--- config.mk ---
export PLATFORM = sky130hd
export DESIGN_NAME = bcd_rtc_core
export DESIGN_NICKNAME = d
export VERILOG_FILES = /design/src/rtl/bcd_rtc_pkg.sv /design/src/rtl/bcd_rtc_advance.sv /design/src/rtl/bcd_rtc_shadow.sv /design/src/rtl/bcd_rtc_core.sv
export SDC_FILE = /design/constraint.sdc
export NUM_CORES = 1
export LEC_CHECK = 0
export BUFFER_PORTS_ARGS = -buffer_cell sky130_fd_sc_hd__buf_2
export CAP_MARGIN = 5
export CORE_MARGIN = 10
export CORE_UTILIZATION = 60
export DETAILED_ROUTE_END_ITERATION = 10
export PLACE_DENSITY_LB_ADDON = 0.08
export SLEW_MARGIN = 20
export SYNTH_ARGS = -nofsm -noshare
export SYNTH_HDL_FRONTEND = slang
export SYNTH_SLANG_ARGS = --single-unit
--- constraint.sdc ---
create_clock -name clk -period 3.95 [get_ports clk]
set_input_delay 0.1975 -clock clk [delete_from_list [all_inputs] [get_ports clk]]
set_output_delay 0.1975 -clock clk [all_outputs]
set_load 0.1 [all_outputs]
--- src/rtl/bcd_rtc_pkg.sv ---
package bcd_rtc_pkg;

    localparam int FIELD_W       = 8;
    localparam int NUM_FIELDS    = 7;
    localparam int SHADOW_FIELDS = 6;
    localparam int REG_ADDR_W    = 5;

    typedef logic [FIELD_W-1:0]    bcd8_t;
    typedef logic [REG_ADDR_W-1:0] reg_addr_t;
    typedef logic [NUM_FIELDS-1:0][FIELD_W-1:0] time_bytes_t;

    // Field order gives byte index == register address (seconds in byte 0)
    typedef struct packed {
        bcd8_t wday;
        bcd8_t year;
        bcd8_t mon;
        bcd8_t day;
        bcd8_t hour;
        bcd8_t min;
        bcd8_t sec;
    } rtc_time_t;

    localparam reg_addr_t A_CTRL = 5'h0D;
    localparam reg_addr_t A_STAT = 5'h0E;

    localparam int CB_RUN   = 0;
    localparam int CB_ROUND = 1;
    localparam int CB_H12   = 3;
    localparam int CB_SNAP  = 6;
    localparam int SB_RUN   = 1;

    localparam bcd8_t CTRL_KEEP = ~((bcd8_t'(1) << CB_ROUND) | (bcd8_t'(1) << CB_SNAP));
    localparam bcd8_t WDAY_LAST = 8'h06;

    localparam rtc_time_t RESET_TIME = '{wday: 8'h00, year: 8'h00, mon: 8'h01,
                                         day: 8'h01, hour: 8'h00, min: 8'h00,
                                         sec: 8'h00};

    function automatic bcd8_t bcd_inc(bcd8_t v);
        if (v[3:0] >= 4'h9) return {v[7:4] + 4'h1, 4'h0};
        return {v[7:4], v[3:0] + 4'h1};
    endfunction

    // Multiple of four in BCD: even tens -> units 0/4/8, odd tens -> units 2/6
    function automatic logic year_is_leap(bcd8_t y);
        if (!y[4]) return (y[3:0] == 4'h0) || (y[3:0] == 4'h4) || (y[3:0] == 4'h8);
        return (y[3:0] == 4'h2) || (y[3:0] == 4'h6);
    endfunction

    function automatic bcd8_t month_len(bcd8_t m, bcd8_t y);
        case (m)
            8'h02:                      return year_is_leap(y) ? 8'h29 : 8'h28;
            8'h04, 8'h06, 8'h09, 8'h11: return 8'h30;
            default:                    return 8'h31;
        endcase
    endfunction

endpackage

--- src/rtl/bcd_rtc_advance.sv ---
module bcd_rtc_advance
    import bcd_rtc_pkg::*;
(
    input  rtc_time_t cur,
    input  logic      mode12,
    input  logic      sec_step,
    input  logic      round_min,
    output rtc_time_t nxt
);

    logic  c_min, c_hr, c_day, c_mon, c_yr;
    bcd8_t hr_inc;

    always_comb begin
        nxt    = cur;
        c_min  = 1'b0;
        c_hr   = 1'b0;
        c_day  = 1'b0;
        c_mon  = 1'b0;
        c_yr   = 1'b0;
        hr_inc = bcd_inc({2'b00, cur.hour[5:0]});

        // rounding owns the seconds field in its cycle; the tick is dropped
        if (round_min) begin
            c_min   = (cur.sec >= 8'h30);
            nxt.sec = 8'h00;
        end else if (sec_step) begin
            if (cur.sec >= 8'h59) begin
                nxt.sec = 8'h00;
                c_min   = 1'b1;
            end else begin
                nxt.sec = bcd_inc(cur.sec);
            end
        end

        if (c_min) begin
            if (cur.min >= 8'h59) begin
                nxt.min = 8'h00;
                c_hr    = 1'b1;
            end else begin
                nxt.min = bcd_inc(cur.min);
            end
        end

        if (c_hr) begin
            if (mode12) begin
                if (cur.hour[5:0] >= 6'h12) begin
                    nxt.hour = {cur.hour[7], 7'h01};
                end else if (cur.hour[5:0] == 6'h11) begin
                    nxt.hour = {~cur.hour[7], 7'h12};
                    c_day    = cur.hour[7];
                end else begin
                    nxt.hour = {cur.hour[7], 1'b0, hr_inc[5:0]};
                end
            end else if (cur.hour >= 8'h23) begin
                nxt.hour = 8'h00;
                c_day    = 1'b1;
            end else begin
                nxt.hour = bcd_inc(cur.hour);
            end
        end

        if (c_day) begin
            nxt.wday = (cur.wday >= WDAY_LAST) ? 8'h00 : cur.wday + 8'h01;
            if (cur.day >= month_len(cur.mon, cur.year)) begin
                nxt.day = 8'h01;
                c_mon   = 1'b1;
            end else begin
                nxt.day = bcd_inc(cur.day);
            end
        end

        if (c_mon) begin
            if (cur.mon >= 8'h12) begin
                nxt.mon = 8'h01;
                c_yr    = 1'b1;
            end else begin
                nxt.mon = bcd_inc(cur.mon);
            end
        end

        if (c_yr) nxt.year = (cur.year >= 8'h99) ? 8'h00 : bcd_inc(cur.year);
    end

endmodule

--- src/rtl/bcd_rtc_shadow.sv ---
module bcd_rtc_shadow
    import bcd_rtc_pkg::*;
(
    input  logic                                      clk,
    input  logic                                      rst,
    input  logic                                      capture,
    input  logic [SHADOW_FIELDS-1:0][FIELD_W-1:0]     live,
    output logic [SHADOW_FIELDS-1:0][FIELD_W-1:0]     held
);

    localparam time_bytes_t RESET_BYTES = RESET_TIME;

    for (genvar i = 0; i < SHADOW_FIELDS; i++) begin : g_byte
        always_ff @(posedge clk) begin
            if (rst)          held[i] <= RESET_BYTES[i];
            else if (capture) held[i] <= live[i];
        end
    end

endmodule

--- src/rtl/bcd_rtc_core.sv ---
module bcd_rtc_core
    import bcd_rtc_pkg::*;
(
    input  logic                  clk,
    input  logic                  rst,
    input  logic                  tick_1s,
    input  logic [REG_ADDR_W-1:0] bus_addr,
    input  logic [FIELD_W-1:0]    bus_wdata,
    input  logic                  bus_we,
    output logic [FIELD_W-1:0]    bus_rdata
);

    time_bytes_t live_q;
    rtc_time_t   live_nxt;
    logic [SHADOW_FIELDS-1:0][FIELD_W-1:0] shadow_q;
    bcd8_t       ctrl_q;
    logic        snap_q;

    logic wr_ctrl, wr_time, snap_take, round_req;

    assign wr_ctrl   = bus_we && (bus_addr == A_CTRL);
    assign wr_time   = bus_we && (bus_addr < reg_addr_t'(NUM_FIELDS));
    assign snap_take = wr_ctrl && bus_wdata[CB_SNAP] && !snap_q;
    assign round_req = wr_ctrl && bus_wdata[CB_ROUND];

    bcd_rtc_advance u_adv (
        .cur       (live_q),
        .mode12    (ctrl_q[CB_H12]),
        .sec_step  (tick_1s && ctrl_q[CB_RUN]),
        .round_min (round_req),
        .nxt       (live_nxt)
    );

    bcd_rtc_shadow u_shadow (
        .clk     (clk),
        .rst     (rst),
        .capture (snap_take),
        .live    (live_q[SHADOW_FIELDS-1:0]),
        .held    (shadow_q)
    );

    always_ff @(posedge clk) begin
        if (rst) begin
            live_q <= RESET_TIME;
            ctrl_q <= '0;
            snap_q <= 1'b0;
        end else begin
            snap_q <= wr_ctrl && bus_wdata[CB_SNAP];
            if (wr_ctrl) ctrl_q <= bus_wdata & CTRL_KEEP;
            if (wr_time) begin
                for (int i = 0; i < NUM_FIELDS; i++)
                    if (bus_addr == reg_addr_t'(i)) live_q[i] <= bus_wdata;
            end else begin
                live_q <= live_nxt;
            end
        end
    end

    always_comb begin
        bus_rdata = '0;
        for (int i = 0; i < SHADOW_FIELDS; i++)
            if (bus_addr == reg_addr_t'(i)) bus_rdata = shadow_q[i];
        for (int i = SHADOW_FIELDS; i < NUM_FIELDS; i++)
            if (bus_addr == reg_addr_t'(i)) bus_rdata = live_q[i];
        if (bus_addr == A_CTRL) begin
            bus_rdata          = ctrl_q;
            bus_rdata[CB_SNAP] = snap_q;
        end
        if (bus_addr == A_STAT) bus_rdata[SB_RUN] = ctrl_q[CB_RUN];
    end

endmodule

Yosys cells after proc, flatten, opt, wreduce, memory -nomap -nowiden --
Cells that the tools add are included.
Storage, ports and cells: bits in registers 111, bits in latches 0, memory bits (writable) 0, bits in read-only memories 0, bits of input ports 17, output and inout bits 8, word-level logic and storage cells 214, memories 0
Operators by class: add/subtract/negate cells 14, $mul 0, divide/modulo/power cells 0, order comparisons 16, equality and inequality tests 28, shift-type cells 0, mux-type cells 92, bitwise operators 1, reductions and logical operators 40
Operators with widths (number):
- $mux W8 | 46
- $mux W56 | 1
- $add A4 B1 Y4 const B | 12
- $mux W1 | 42
- $ge A4 B4 Y1 const B | 6
- $reduce_and A3 Y1 | 6
- $eq A8 B3 Y1 const B | 2
- $ge A8 B6 Y1 const B | 2
- $ge A8 B7 Y1 const B | 2
- $pmux W8 S2 | 1
- $eq A5 B3 Y1 const B | 3
- $reduce_bool A3 Y1 | 5
- $ne A2 B1 Y1 const B | 7
- $reduce_and A2 Y1 | 7
- $mux W6 | 2
- $eq A5 B2 Y1 const B | 2
- $eq A5 B4 Y1 const B | 2
- $reduce_bool A2 Y1 | 5
- $add A8 B1 Y8 const B | 1
- $eq A4 B3 Y1 const B | 2
- $eq A8 B2 Y1 const B | 1
- $eq A8 B4 Y1 const B | 1
- $eq A8 B5 Y1 const B | 1
- $ge A8 B3 Y1 const B | 1
- other kinds (23) | 31

Longest topological paths before layout --
Gate-level depths: netlist (run 1).
depth after elaboration 22, mapped depth 14, gate-level depth less buffers 13

Hierarchy --
A second synthesis (run 1) with hierarchy kept.
Unflattened totals: cells, all modules 877, area total of the unflattened synthesis 7408.4 sq um
By module, submodules not included:
- bcd_rtc_core | times used 1, cells each 397, area an instance 3474.6 sq um
- bcd_rtc_advance | times used 1, cells each 325, area an instance 2208.4 sq um
- bcd_rtc_shadow | times used 1, cells each 155, area an instance 1725.4 sq um

Worst setup path after synthesis (run 1) --
No wires, ideal clock.
kind input port to output port, start in bus_addr[4], end out bus_rdata[5], arrival 3701 ps, path slack 51 ps, stages 6, path buffers 0, path through or3b_2 > nor3_1 > a221oi_1 > o22ai_1 > a21oi_1 > o21ai_0
Between the ends: longest elaborated chain between the ends 9
RTL lines:
- start: declaration | line bcd_rtc_core.sv:7 | input logic [REG_ADDR_W-1:0] bus_addr,
- $logic_not A5 Y1 | line bcd_rtc_core.sv:62 | if (bus_addr == reg_addr_t'(i)) bus_rdata = shadow_q[i];
- $mux W8 (6 in a row) | line bcd_rtc_core.sv:62
- $mux W8 | line bcd_rtc_core.sv:64 | if (bus_addr == reg_addr_t'(i)) bus_rdata = live_q[i];
- $mux W8 * | line bcd_rtc_core.sv:65 | if (bus_addr == A_CTRL) begin
- end: declaration | line bcd_rtc_core.sv:10 | output logic [FIELD_W-1:0] bus_rdata
Mark *: on every way between the ends. The rest lies on a longest branch, timed or not.

Worst setup path after layout (run 1) --
start reg live_q[36] in the netlist's numbering, end reg live_q[42] in the netlist's numbering
Between the ends: longest elaborated chain between the ends 10
RTL lines:
- start: declaration | line bcd_rtc_core.sv:13 | time_bytes_t live_q;
- start signal: indexed assignment | line bcd_rtc_core.sv:52 | if (bus_addr == reg_addr_t'(i)) live_q[i] <= bus_wdata;
- start signal: assignment | line bcd_rtc_core.sv:54 | live_q <= live_nxt;
- $eq A8 B3 Y1 (tied with other cells) | line bcd_rtc_pkg.sv:51 | case (m)
- $reduce_or A4 Y1 | line bcd_rtc_pkg.sv:51
- $pmux W8 S2 | line bcd_rtc_pkg.sv:51
- $mux W8 | line bcd_rtc_advance.sv:63 | if (c_day) begin
- $ge A8 B8 Y1 | line bcd_rtc_advance.sv:65 | if (cur.day >= month_len(cur.mon, cur.year)) begin
- $mux W1 | line bcd_rtc_advance.sv:65
- $mux W1 | line bcd_rtc_advance.sv:63
- $mux W1 * | line bcd_rtc_advance.sv:73 | if (c_mon) begin
- $reduce_bool A2 Y1 (no source line) *
- $reduce_and A2 Y1 (no source line) *
Mark *: on every way between the ends. The rest lies on a longest branch, timed or not. The select of a mux whose other input is x is not followed. A chain may end at the register's enable or synchronous reset.

==> results of run 1 <==
-- cells in the mapped netlist (11+ instances only) --
library cell,n,area share (%)
a21oi_1,90,7.1
o211ai_1,18,2.1
clkbuf_1,39,2.3
ha_1,42,8.2
nor2_1,51,3.0
nand3_1,23,1.8
nor3_1,15,1.2
nand2_1,143,8.4
nor3b_1,12,1.4
dfxtp_1,111,35
o21ai_0,40,3.1
a22oi_1,11,1.3
inv_1,34,2.0
-- power by group through the flow --
| stage | registers, mW | logic (mW) | clock network [mW] |
|---|---|---|---|
| finish | 1.13 | 0.135 | 0.777 |
| global route | 1.13 | 0.143 | 0.823 |
| CTS | 1.13 | 0.131 | 0.783 |
| detailed placement | 1.15 | 0.130 | 0 |
| global placement | 1.15 | 0.128 | 0 |
| floorplan | 1.15 | 0.0859 | 0 |
-- cell families (layout without fill, tap and decap cells) --
logic type                 after synthesis  after routing
and+or+nand+nor                        299            299
AOI/OAI and AO/OA                      261            261
DFF                                    111            111
buffers and inverters                   81             83
adders and majority gates               42             42
muxes                                   15             15
-- sequential cells by signal, indices dropped and copies added (netlist names) --
signal	flops
u_shadow.held	48
snap_q	1
live_q	56
ctrl_q	6
-- area by class of cell --
class / instances / share of cell area (%)
multi-input cells: 617 / 56.7
flip-flops and latches: 111 / 32.8
repair buffers: 33 / 2.81
well taps: 136 / 2.51
clock buffers: 10 / 1.88
inverters: 34 / 1.88
clock inverters: 6 / 1.37
-- worst register-to-register path, delay by kind of cell, from the launching register on --
family                     cells  cell delay (ns)
muxes                          1             0.26
buffers and inverters          2             0.18
adders and majority gates      2             0.46
and+or+nand+nor                3             0.59
DFF                            1             0.45
AOI/OAI and AO/OA              5             1.36
-- worst paths after layout --
path                      from                end  slack [ns]  cells past startpoint
max                 live_q[36]         live_q[42]        0.53                     13
min               bus_wdata[5]          ctrl_q[5]        0.05                      3
max reg2reg         live_q[36]         live_q[42]        0.53                     13
min reg2reg  u_shadow.held[20]  u_shadow.held[20]        0.46                      2
-- cell usage in the layout, fill, tap and decap left out, types with 10 or more instances in the layout --
| cell type | count |
|---|---|
| ha_1 | 42 |
| buf_4 | 10 |
| o31ai_1 | 10 |
| inv_1 | 34 |
| a21oi_1 | 90 |
| dfxtp_1 | 111 |
| nor2_1 | 49 |
| a211oi_1 | 10 |
| o211ai_1 | 18 |
| a22oi_1 | 11 |
| buf_2 | 23 |
| nor3b_1 | 12 |
| nand3_1 | 23 |
| nor3_1 | 15 |
| nand2_1 | 143 |
| o21ai_0 | 40 |
-- layer usage --
layer	up-vias	track usage [%]	part of all wire [%]
met5	-	0	0
met4	0	10.4	3.9
met3	42	8.20	8.8
met2	239	40.6	46
met1	2924	30.7	41
li1	2941	-	-
-- metrics by stage --
step	hold slack, ns	instance area (sq um)	utilization, %	cells	power, mW
finish	0.0481	6770	65.6	947	2.04
CTS	0.0423	6770	65.6	947	2.04
detailed placement	0.448	6550	63.5	931	1.28
global placement	0.442	6550	63.5	931	1.28
floorplan	0.341	6370	-	809	1.24
global route	0.0373	6770	65.6	947	2.10
==> flow_metrics.env, run 1 <==
export IMPL_synthesis_nets=868
export IMPL_grt_pass1_vias=5596
export IMPL_cp_start_kind="flip-flop"
export IMPL_path_clk_slew_ns=0.10
export IMPL_drtIter0Drc=765
export IMPL_multi_input_area_sq_um=3840
export IMPL_portBuffers=24
export IMPL_syn_to_final_growth_pct=6.28
export IMPL_routed_wl_microns=19200
export IMPL_drive_above_1_share_pct=8.75
export IMPL_critPathRequiredTime_ns=4.22
export IMPL_synth_edf_count=0
export IMPL_outcome="finished clean"
export IMPL_drt_pass1_iter_count=5
export IMPL_cp_end_kind="flip-flop"
export IMPL_row_count=37
export IMPL_tightest_slew_ns=0.952
export IMPL_diodes=0
export IMPL_hold_violations=0
export IMPL_synth_main_ff_cell="dfxtp_1"
export IMPL_yosysUniqueCellTypes=72
export IMPL_fin_nets=865
export IMPL_hold_class="in -> reg"
export IMPL_worstPathCellList="inv_1 -> ha_1 -> mux2_2 -> nand2_1 -> o21ai_0 -> a31oi_1 -> ha_1 -> nor4b_1 -> o221a_2 -> inv_1 -> a31oi_1 -> nand2b_1 -> o31ai_1"
export IMPL_period_minus_slack_ns=3.42
export IMPL_synthesis_area_sq_um=6370
export IMPL_pin_count=25
export IMPL_synthCells=809
export IMPL_switching_share_pct=25.6
export IMPL_clockRootBuffer="clkbuf_8"
export IMPL_cts_htree_levels=3
export IMPL_die_width_microns=123
export IMPL_die_area_sq_um=15100
export IMPL_p_comb_share_pct=6.6
export IMPL_synth_area_mux_share_pct=2.47
export IMPL_synth_top_family_by_area="compound AO/OA/AOI/OAI gates"
export IMPL_synth_async_sr_flop_share_pct=0
export IMPL_synth_compound_area_share_pct=27.4
export IMPL_syn_avg_cell_area_sq_um=7.88
export IMPL_synth_xor_area_share_pct=0
export IMPL_crit_family="compound AO/OA/AOI/OAI gates"
export IMPL_peakVddDrop_mv=0.341
export IMPL_antenna_left=0
export IMPL_grt_pass1_wl_microns=29900
export IMPL_coreArea_sq_um=10300
export IMPL_slowest_stage="a31oi_1"
export IMPL_clkSinkCount=111
export IMPL_place_congestion=0.928
export IMPL_crit_buf_inv=2
export IMPL_fillers=907
export IMPL_post_cts_buffers=0
export IMPL_synth_fa_ha_area_share_pct=8.25
export IMPL_fmax_mhz=293
export IMPL_grt_overflow=0
export IMPL_via_count=6146
export IMPL_die_y_microns=123
export IMPL_antenna_found_initial=0
export IMPL_power_internal_mw=1.52
export IMPL_maxCapViolCount=0
export IMPL_cts_tree="done"
export IMPL_ys_ff_latch=111
export IMPL_yosysWarnings=0
export IMPL_slew_viol_final=0
export IMPL_period_share_pct=86.5
export IMPL_drc_errors=0
export IMPL_cp_max_fo=10
export IMPL_initial_core_util_pct=61.7
export IMPL_cts_repair_resize_count=0
export IMPL_clk_path_buf_depth=2
export IMPL_grt_max_degree=58
export IMPL_wl_per_cell_microns=20.3
export IMPL_hold_buffers=0
export IMPL_vias_per_cell=6.49
export IMPL_cp_data_arrival_time_ns=3.69
export IMPL_fin_skew_ns=0.00768
export IMPL_relSlewSlack_pct=36.6
export IMPL_clkPwrFrac_pct=38.1
export IMPL_regArea_sq_um=2220
export IMPL_path_class="reg -> reg"
export IMPL_yosys_area_share_simple_pct=22.0
export IMPL_p_leak_nw=2.47
export IMPL_switchingPower_uw=523
export IMPL_p_seq_share_pct=55.3
export IMPL_p_per_area_nw_per_um2=301
export IMPL_clk_latency_ns=0.40
export IMPL_grt_use_total_pct=25.3
export IMPL_max_stage_delay_ns=0.58
export IMPL_finalSetupViolCount=0
export IMPL_rsz0062_at_grt="no"
export IMPL_cts_buffers=9
export IMPL_finalSetupTns_ns=0
export IMPL_fin_ws_ns=0.534
export IMPL_dp_final_hpwl_microns=13600
export IMPL_seq_area_frac_synth_pct=34.9
export IMPL_pre_cts_slack_ns=0.617
Note: power is estimated with default switching activity, not from simulation.
==> run 2: changes to the inputs <==
Settings changed: CTS_CLUSTER_SIZE from default to 40, REMOVE_ABC_BUFFERS from default to 1.
==> flow_metrics.env, run 2 (synthesis gave the netlist of run 1 again) <==
export IMPL_dp_cells=934
export IMPL_peakVddDrop_mv=0.293
export IMPL_p_total_mw=1.95
export IMPL_cts_htree_levels=3
export IMPL_hold_buffers=0
export IMPL_place_congestion=0.914
export IMPL_die_area_sq_um=15100
export IMPL_crit_buf_inv=2
export IMPL_min_delay_start="bus_wdata[4]"
export IMPL_wl_per_cell_microns=20.7
export IMPL_r2r_start="live_q[32]"
export IMPL_fin_ws_ns=0.539
export IMPL_largest_register_ffs=56
export IMPL_maxCapViolCount=0
export IMPL_reg_top3="live_q x56, u_shadow.held x48, ctrl_q x6"
export IMPL_cp_start_kind="flip-flop"
export IMPL_drt_pass1_iter_count=6
export IMPL_clk_path_buf_depth=2
export IMPL_drive_above_1_share_pct=9.09
export IMPL_max_stage_delay_ns=0.57
export IMPL_initial_core_util_pct=61.7
export IMPL_routed_wl_microns=19600
export IMPL_layout_common_cells="nand2_1, dfxtp_1, a21oi_1, nor2_1, ha_1"
export IMPL_clockRootBuffer="clkbuf_8"
export IMPL_path_clk_slew_ns=0.10
export IMPL_r2r_cells=12
export IMPL_tightest_slew_ns=0.975
export IMPL_portBuffers=24
export IMPL_coreArea_sq_um=10300
export IMPL_fin_nets=868
export IMPL_post_cts_buffers=0
export IMPL_cts_repair_resize_count=0
export IMPL_critPathRequiredTime_ns=4.26
export IMPL_fillers=900
export IMPL_rsz0062_at_grt="no"
export IMPL_grt_pass1_vias=5850
export IMPL_period_minus_slack_ns=3.41
export IMPL_fin_cells=950
export IMPL_via_count=6315
export IMPL_regArea_sq_um=2220
export IMPL_placed_area_sq_um=6580
export IMPL_path_class="reg -> reg"
export IMPL_slew_viol_final=0
export IMPL_fmax_mhz=293
export IMPL_largest_register="live_q"
export IMPL_relSlewSlack_pct=35.0
export IMPL_cts_buffers=9
export IMPL_slowest_stage="a31oi_1"
export IMPL_die_width_microns=123
export IMPL_r2r_end="live_q[41]"
export IMPL_rrSetupSlack_ns=0.54
export IMPL_drc_errors=0
export IMPL_multi_input_area_sq_um=3840
export IMPL_antenna_found_initial=0
export IMPL_fin_skew_ns=0.00778
export IMPL_cp_max_fo=10
export IMPL_cp_data_arrival_time_ns=3.72
export IMPL_final_common_cell="nand2_1"
export IMPL_drtIter0Drc=864
export IMPL_hold_violations=0
export IMPL_hold_class="in -> reg"
export IMPL_clk_latency_ns=0.40
export IMPL_cp_end_kind="flip-flop"
export IMPL_hold_path_depth=3
export IMPL_die_y_microns=123
export IMPL_worstPathCellList="inv_1 -> ha_1 -> o211ai_1 -> o21ai_0 -> a31oi_1 -> ha_1 -> nor4b_1 -> o221a_2 -> inv_1 -> a31oi_1 -> nor3_1 -> a211oi_1"
export IMPL_diodes=0
export IMPL_period_share_pct=86.4
export IMPL_grt_pass1_wl_microns=30800
export IMPL_p_leak_nw=2.48
export IMPL_crit_family="compound AO/OA/AOI/OAI gates"
export IMPL_vias_per_cell=6.65
export IMPL_syn_to_final_growth_pct=6.24
export IMPL_cts_tree="done"
export IMPL_hold_path_endpoint="ctrl_q[4]"
export IMPL_clkSinkCount=111
export IMPL_grt_max_degree=56
export IMPL_dp_final_hpwl_microns=13900
export IMPL_grt_use_total_pct=25.8
export IMPL_p_per_area_nw_per_um2=288
export IMPL_finalSetupTns_ns=0
export IMPL_grt_overflow=0
export IMPL_row_count=37
export IMPL_finalSetupViolCount=0
export IMPL_pre_cts_slack_ns=0.600
export IMPL_antenna_left=0
export IMPL_pin_count=25
export IMPL_final_cell_area_sq_um=6770
export IMPL_outcome="finished clean"
==> run 2: cell count changes in the layout (fill, tap and decap cells not counted), sizes merged <==
cell	change
clkbuf	+4
buf	+3
bufinv	-2
clkinvlp	-1
inv	-1
==> run 2: through the flow <==
step / hold WS [ns] / utilization, %
floorplan: 0.267 / -
global route: 0.0594 / 65.6
finish: 0.0540 / 65.6
detailed placement: 0.446 / 63.7
global placement: 0.442 / 63.7
CTS: 0.0422 / 65.6
==> run 2: report_power, final <==
part	total [mW]	leakage, nW	switching [mW]	internal (mW)
registers	1.13	0.894	0.00543	1.12
logic	0.137	1.48	0.102	0.0348
clock network	0.685	0.0987	0.387	0.298
total	1.95	2.48	0.495	1.45
==> run 2: per-layer routing <==
metal  part of all wire [%]  GRT usage (%)  vias to the layer above
li1                       -              -                     2940
met1                     41           32.2                     2998
met2                     45           39.4                      319
met3                    9.0           7.25                       58
met4                    5.1           14.5                        0
met5                      0              0                        -
==> run 2: worst reg2reg max path, cell delays in order (launching register included) <==
cell and delay [ns]:
dfxtp_1 0.43, inv_1 0.13, ha_1 0.25, o211ai_1 0.19, o21ai_0 0.13, a31oi_1 0.20
ha_1 0.25, nor4b_1 0.26, o221a_2 0.39, inv_1 0.10, a31oi_1 0.57, nor3_1 0.16
a211oi_1 0.25
==> run 2: worst max-delay path by stage <==
stage               cells after the start        start      endpoint
finish                                 12   live_q[32]    live_q[41]
global route                           12   live_q[32]    live_q[41]
CTS                                    12   live_q[32]    live_q[41]
detailed placement                     12   live_q[32]    live_q[40]
global placement                       13   live_q[36]    live_q[41]
floorplan                               6  bus_addr[4]  bus_rdata[5]
==> run 2: final cells by class <==
cell class | count | share of cell area (%)
Tap cell | 136 | 2.51
Clock inverter | 2 | 0.185
Multi-Input combinational cell | 617 | 56.8
Timing Repair Buffer | 36 | 3.14
Inverter | 34 | 1.89
Clock buffer | 14 | 2.70
Sequential cell | 111 | 32.8
